===== config.mk =====
export PLATFORM = sky130hd
export DESIGN_NAME = hblank_gen
export DESIGN_NICKNAME = d
export VERILOG_FILES = /design/src/rtl/hblank_pkg.sv /design/src/rtl/hblank_ctrl.sv /design/src/rtl/hblank_dp.sv /design/src/rtl/hblank_gen.sv
export SDC_FILE = /design/constraint.sdc
export NUM_CORES = 1
export LEC_CHECK = 0
export ABC_AREA = 1
export BUFFER_PORTS_ARGS = -buffer_cell sky130_fd_sc_hd__buf_2
export CAP_MARGIN = 40
export CORE_UTILIZATION = 50
export CTS_CLUSTER_DIAMETER = 30
export DETAILED_ROUTE_END_ITERATION = 12
export MAX_ROUTING_LAYER = met4
export PLACE_DENSITY = 0.66
export SLEW_MARGIN = 20
export SYNTH_ARGS = -nofsm -noshare
export SYNTH_HDL_FRONTEND = slang
export SYNTH_SLANG_ARGS = --single-unit

===== constraint.sdc =====
create_clock -name clk -period 4.87 [get_ports clk]
set_input_delay 0.2435 -clock clk [delete_from_list [all_inputs] [get_ports clk]]
set_output_delay 0.2435 -clock clk [all_outputs]
set_load 0.005 [all_outputs]

===== src/rtl/hblank_pkg.sv =====
package hblank_pkg;

  // Strobes from line control to the blanking datapath
  typedef struct packed {
    logic loadLine;  // sync edge: latch working sequence, clear state
    logic advance;   // a pixel of the current line is in progress
  } hbStrobes_t;

  localparam int NumPhases = 4;

  // Parked phase levels during blanking, bit 0 = phase 1
  function automatic logic [NumPhases-1:0] parkLevels(input logic parkBit);
    return parkBit ? 4'b1010 : 4'b0101;
  endfunction

endpackage


===== src/rtl/hblank_ctrl.sv =====
module hblank_ctrl
  import hblank_pkg::*;
#(
  parameter int PosW    = 12,
  parameter int LineLen = 4096
) (
  input  logic            clk,
  input  logic            rstN,
  input  logic            hSync,
  output hbStrobes_t      strobes,
  output logic [PosW-1:0] pixCnt,
  output logic            running
);

  localparam logic [PosW-1:0] LastPix = PosW'(LineLen - 1);

  always_ff @(posedge clk) begin
    if (!rstN) begin
      pixCnt  <= '0;
      running <= 1'b0;
    end else if (hSync) begin
      pixCnt  <= '0;
      running <= 1'b1;
    end else if (running) begin
      if (pixCnt == LastPix) begin
        running <= 1'b0;
      end else begin
        pixCnt <= pixCnt + PosW'(1);
      end
    end
  end

  always_comb begin
    strobes.loadLine = hSync;
    strobes.advance  = running;
  end

endmodule


===== src/rtl/hblank_dp.sv =====
module hblank_dp
  import hblank_pkg::*;
#(
  parameter int NumSeq = 4,
  parameter int NumTog = 6,
  parameter int PosW   = 12,
  parameter int SelW   = 2,
  parameter int IdxW   = 3
) (
  input  logic                 clk,
  input  logic                 rstN,
  input  hbStrobes_t           strobes,
  input  logic [PosW-1:0]      pixCnt,
  input  logic [SelW-1:0]      seqSel,
  input  logic                 wrEn,
  input  logic [SelW-1:0]      wrSeq,
  input  logic [IdxW-1:0]      wrIdx,
  input  logic [PosW-1:0]      wrData,
  input  logic [NumPhases-1:0] hClkIn,
  output logic                 blank,
  output logic [NumPhases-1:0] hClkOut
);

  localparam logic [IdxW-1:0] ParkIdx = IdxW'(NumTog);

  logic [PosW-1:0] posBank [NumSeq][NumTog];
  logic [NumSeq-1:0] parkBank;
  logic [PosW-1:0] workPos [NumTog];
  logic workPark;
  logic [NumTog-1:0] match;
  logic hit;
  logic stateR;

  // Stored sequences
  for (genvar s = 0; s < NumSeq; s++) begin : g_seq
    for (genvar t = 0; t < NumTog; t++) begin : g_tog
      always_ff @(posedge clk) begin
        if (!rstN) begin
          posBank[s][t] <= '1;
        end else if (wrEn && wrSeq == SelW'(s) && wrIdx == IdxW'(t)) begin
          posBank[s][t] <= wrData;
        end
      end
    end
    always_ff @(posedge clk) begin
      if (!rstN) begin
        parkBank[s] <= 1'b0;
      end else if (wrEn && wrSeq == SelW'(s) && wrIdx == ParkIdx) begin
        parkBank[s] <= wrData[0];
      end
    end
  end

  // Working copy, taken at the sync edge
  for (genvar t = 0; t < NumTog; t++) begin : g_work
    always_ff @(posedge clk) begin
      if (!rstN) begin
        workPos[t] <= '1;
      end else if (strobes.loadLine) begin
        workPos[t] <= posBank[seqSel][t];
      end
    end
    assign match[t] = (workPos[t] == pixCnt);
  end

  always_ff @(posedge clk) begin
    if (!rstN) begin
      workPark <= 1'b0;
    end else if (strobes.loadLine) begin
      workPark <= parkBank[seqSel];
    end
  end

  // Equal positions collapse into a single toggle through the OR
  assign hit = strobes.advance && (|match);

  always_ff @(posedge clk) begin
    if (!rstN) begin
      stateR <= 1'b0;
    end else if (strobes.loadLine) begin
      stateR <= 1'b0;
    end else if (hit) begin
      stateR <= ~stateR;
    end
  end

  assign blank   = stateR ^ hit;
  assign hClkOut = blank ? parkLevels(workPark) : hClkIn;

endmodule


===== src/rtl/hblank_gen.sv =====
module hblank_gen
  import hblank_pkg::*;
#(
  parameter int LineLen = 4096,
  parameter int NumSeq  = 4,
  parameter int NumTog  = 6,
  parameter int PosW    = 12,
  parameter int SelW    = $clog2(NumSeq),
  parameter int IdxW    = $clog2(NumTog + 1)
) (
  input  logic            clk,
  input  logic            rstN,
  input  logic            hSync,
  input  logic [SelW-1:0] seqSel,
  input  logic            wrEn,
  input  logic [SelW-1:0] wrSeq,
  input  logic [IdxW-1:0] wrIdx,
  input  logic [PosW-1:0] wrData,
  input  logic [3:0]      hClkIn,
  output logic            blank,
  output logic [3:0]      hClkOut
);

  hbStrobes_t      strobes;
  logic [PosW-1:0] pixCnt;
  logic            running;

  hblank_ctrl #(.PosW(PosW), .LineLen(LineLen)) u_ctrl (
    .clk(clk), .rstN(rstN), .hSync(hSync),
    .strobes(strobes), .pixCnt(pixCnt), .running(running)
  );

  hblank_dp #(
    .NumSeq(NumSeq), .NumTog(NumTog), .PosW(PosW), .SelW(SelW), .IdxW(IdxW)
  ) u_dp (
    .clk(clk), .rstN(rstN), .strobes(strobes), .pixCnt(pixCnt),
    .seqSel(seqSel), .wrEn(wrEn), .wrSeq(wrSeq), .wrIdx(wrIdx),
    .wrData(wrData), .hClkIn(hClkIn), .blank(blank), .hClkOut(hClkOut)
  );

endmodule


==> results by group <==
Clock network
  – Total setup buffers inserted after CTS: 0
  – Number of gates resized after CTS: 0
  – Clock root buffer: sky130_fd_sc_hd__clkbuf_16
  – Clock Path Buffers: 3
  – Number of buffers inserted during clock tree synthesis: 75
  – Clock tree from TritonCTS: yes
  – Number of levels the H-tree was split into: 3
  – Reg clk slew, reported paths: 0.05 ns
  – Hold_buf cts: 0
  – Clock sinks: 379
  – Clock latency on the worst-skew pair: 0.58 ns

Floorplan
  – Initial core utilization: 0.509
  – Overall die width: 187 um
  – Total die area: 34900 sq um
  – Placement Rows: 67
  – Die boundary height: 187 um
  – Number of primary I/O pins: 32
  – Core ar.: 33500 sq um

Timing
  – Worst slew slack as a fraction of its limit: 0.395
  – Unrepaired setup endpoints after global routing: false
  – Worst clock skew on the final layout: 0.0150 ns
  – Clock period minus final worst setup slack: 2.94 ns
  – Setup violations, final: 0
  – FMAX: 0.341 GHz
  – Final hold viol count: 0
  – Number of max-slew violations in the final report: 0
  – Fin crit share: 0.603
  – Pin slew with the least headroom to its limit: 0.904 ns
  – TNS Setup: 0 ns

GRT
  – Antenna violations before repair: 1
  – Largest net degree at the start of global routing: 74
  – GR Overflow Total: 0
  – Global routing usage summed across all routing layers: 0.274
  – Vias in the first global route: 11600
  – Wire length of the first global-routing pass: 69900 um

Worst setup path
  – Cells on worst reg2reg path: 10
  – Kind of start point of the critical path: flop
  – Arrival @ worst endpoint: 2.69 ns
  – Critical path data required time: 4.63 ns
  – Maximum fanout encountered on the critical timing path: 9
  – Worst reg-to-reg setup slack: 2.60 ns
  – Critical Setup Path Class: flop to primary output
  – Start of the worst register-to-register path: u_ctrl.pixCnt[0]$_SDFFE_PP0P_
  – Crit. End Element: primary output
  – End of the worst register-to-register path: u_ctrl.pixCnt[4]$_SDFFE_PP0P_

Cells and area
  – Count of filler cells inserted in the layout: 2691
  – Final nets: 1620
  – Area growth from synthesis to layout: 19.5%
  – Share of layout cells above drive strength 1: 0.183
  – Area of the multi-input gates: 5090 sq um
  – Register Area: 11200 sq um
  – Leading cell type in the layout, fill and taps excluded: sky130_fd_sc_hd__nand2_1
  – Most frequent cells in the layout: sky130_fd_sc_hd__nand2_1 (449), sky130_fd_sc_hd__edfxtp_1 (360), sky130_fd_sc_hd__o211ai_1 (144)

Power
  – Cell Pwr Density: 467 nW/um^2
  – Overall power after layout: 9520 uW
  – Standby leakage power: 0.00684 uW
  – Worst vdd rail ir drop: 350 uV

Route
  – DRT Pass-1 Iters: 5
  – Total via count after detailed routing: 12000
  – Via count normalized by instance count: 5.71
  – First DRT Iteration DRCs: 1555
  – Total length of routed wires: 45900 um
  – Antenna Nets Post-Route: 0
  – Remaining design rule violation count: 0
  – Post-detailed-route wirelength per cell: 21.8 um

Min path
  – Hold path depth: 4
  – Endpoint, Worst Hold: u_ctrl.pixCnt[10]$_SDFFE_PP0P_
  – Startpoint of the lowest-slack hold path: hSync
  – Hold WC Path Type: primary input to flop

Yosys
  – Sequential share of the synthesized area: 0.656
  – Compound-Gate Fraction of Synth Area: 0.0949
  – Netlist Area Pre-Place: 17100 sq um
  – Cell count after synthesis: 1559
  – Most used flip-flop cell after synthesis: sky130_fd_sc_hd__edfxtp_1
  – Number of warnings reported in the yosys synthesis log: 0
  – Count of flip-flops with a built-in enable after synthesis: 360
  – Async set or reset register ratio after synthesis: 0
  – Mapped Avg Cell Area: 10.9 sq um
  – Area share of fa/ha/maj cells after synthesis: 0.000733
  – Synthesis-stage register bit count: 379
  – Net count after synthesis: 1587
  – Simple-gate portion of the synthesized area: 0.173
  – Main combinational cell family by area after synthesis: simple AND/OR/NAND/NOR gates
  – XOR/XNOR Fraction of Synth Area: 0.0293
  – Multiplexer fraction of the synthesized cell area: 0
  – Synth unique cells: 36

Status
  – Run status: finished clean

Place
  – Routability congestion estimate from global placement: 0.939
  – DP HPWL: 28100 um
  – Count of buffers inserted at the top-level ports: 31

Job
  – Maximum Capacitance Violations: 0
through the flow:
stage / setup slack, ns / cells / utilization / instance area (sq um) / hold WS (ns)
3_5_place_dp: 2.22 / 1962 / 0.530 / 17800 / 0.479
5_1_grt: 1.75 / 2102 / 0.608 / 20400 / 0.102
3_3_place_gp: 2.07 / 1930 / 0.517 / 17300 / 0.484
4_1_cts: 2.01 / 2100 / 0.608 / 20400 / 0.0638
2_1_floorplan: 1.83 / 1559 / - / 17100 / 0.386
6_report: 1.93 / 2102 / 0.608 / 20400 / 0.0899
metal layers:
layer	vias up	GRT usage	routed length [um]
met1	5891	0.376	19500
met2	558	0.415	21600
met5	-	-	0
li1	5469	-	-
met3	86	0.0401	3500
met4	0	0.103	1250
critical path, stage by stage (launching register included):
cell and delay (ns):
sky130_fd_sc_hd__dfxtp_1 0.67, sky130_fd_sc_hd__inv_1 0.18, sky130_fd_sc_hd__nand2_1 0.09, sky130_fd_sc_hd__nand2_1 0.06
sky130_fd_sc_hd__nand2_1 0.06, sky130_fd_sc_hd__nor2_1 0.04, sky130_fd_sc_hd__nand3_1 0.10, sky130_fd_sc_hd__nand2_1 0.10
sky130_fd_sc_hd__nor2_1 0.23, sky130_fd_sc_hd__nand2_2 0.11, sky130_fd_sc_hd__nand2_1 0.10, sky130_fd_sc_hd__nand2_2 0.10
sky130_fd_sc_hd__nand3_1 0.08, sky130_fd_sc_hd__nand2_1 0.06, sky130_fd_sc_hd__buf_2 0.12
registers in the layout, indices dropped and copies added (netlist names):
register and flops:
u_dp.workPos 72, u_ctrl.running 1, u_dp.posBank 288, u_ctrl.pixCnt 12, u_dp.workPark 1, u_dp.parkBank 4, u_dp.stateR 1
logic make-up after synthesis:
kind of cell | after synthesis
buffers and inverters | 182
AND/OR/NAND/NOR | 694
AO/OA/AOI/OAI | 246
adder cells (fa/ha/maj) | 1
flip-flops | 379
XOR/XNOR | 57
Yosys cell counts (2+ instances only):
master	number	share of area
sky130_fd_sc_hd__a21oi_1	13	0.0038
sky130_fd_sc_hd__a311oi_1	4	0.0021
sky130_fd_sc_hd__buf_1	2	0.00044
sky130_fd_sc_hd__buf_2	28	0.0082
sky130_fd_sc_hd__buf_4	8	0.0035
sky130_fd_sc_hd__buf_6	4	0.0026
sky130_fd_sc_hd__clkbuf_1	79	0.017
sky130_fd_sc_hd__dfxtp_1	19	0.022
sky130_fd_sc_hd__edfxtp_1	360	0.63
sky130_fd_sc_hd__inv_1	51	0.011
sky130_fd_sc_hd__inv_2	7	0.0015
sky130_fd_sc_hd__inv_4	2	0.00073
sky130_fd_sc_hd__nand2_1	449	0.099
sky130_fd_sc_hd__nand2_2	3	0.0011
sky130_fd_sc_hd__nand3_1	20	0.0059
sky130_fd_sc_hd__nand3_2	2	0.0012
sky130_fd_sc_hd__nand4_1	2	0.00073
sky130_fd_sc_hd__nor2_1	122	0.027
sky130_fd_sc_hd__nor2_4	2	0.0013
sky130_fd_sc_hd__nor3_1	10	0.0029
sky130_fd_sc_hd__nor3_2	4	0.0023
sky130_fd_sc_hd__nor3_4	3	0.0029
sky130_fd_sc_hd__o211ai_1	144	0.063
sky130_fd_sc_hd__o21ai_0	81	0.024
sky130_fd_sc_hd__or2_2	74	0.027
sky130_fd_sc_hd__xnor2_1	54	0.028
sky130_fd_sc_hd__xor2_1	3	0.0015
power by group:
part | internal, uW | switching [uW]
clock network | 3460 | 1760
logic | 142 | 335
registers | 3760 | 67.3
cell type report:
class,instances,share of cell area
inverters,61,0.0117
well taps,448,0.0275
repair buffers,77,0.0346
diodes,1,0.000123
clock buffers,83,0.0945
multi-input cells,998,0.250
flip-flops and latches,379,0.549
clock inverters,55,0.0328
worst max path at each step:
| stage | slack, ns | from | endpoint |
|---|---|---|---|
| 2_1_floorplan | 1.83 | rstN | u_dp.workPos[0][0]$_SDFFCE_PN1P_ |
| 3_3_place_gp | 2.07 | rstN | u_dp.workPos[1][19]$_SDFFCE_PN1P_ |
| 3_5_place_dp | 2.22 | rstN | u_dp.workPos[1][15]$_SDFFCE_PN1P_ |
| 4_1_cts | 2.01 | u_ctrl.pixCnt[3]$_SDFFE_PP0P_ | hClkOut[3] |
| 5_1_grt | 1.75 | u_ctrl.pixCnt[0]$_SDFFE_PP0P_ | hClkOut[0] |
| 6_report | 1.93 | u_ctrl.pixCnt[3]$_SDFFE_PP0P_ | hClkOut[3] |
Note: power is estimated with default switching activity, not from simulation.
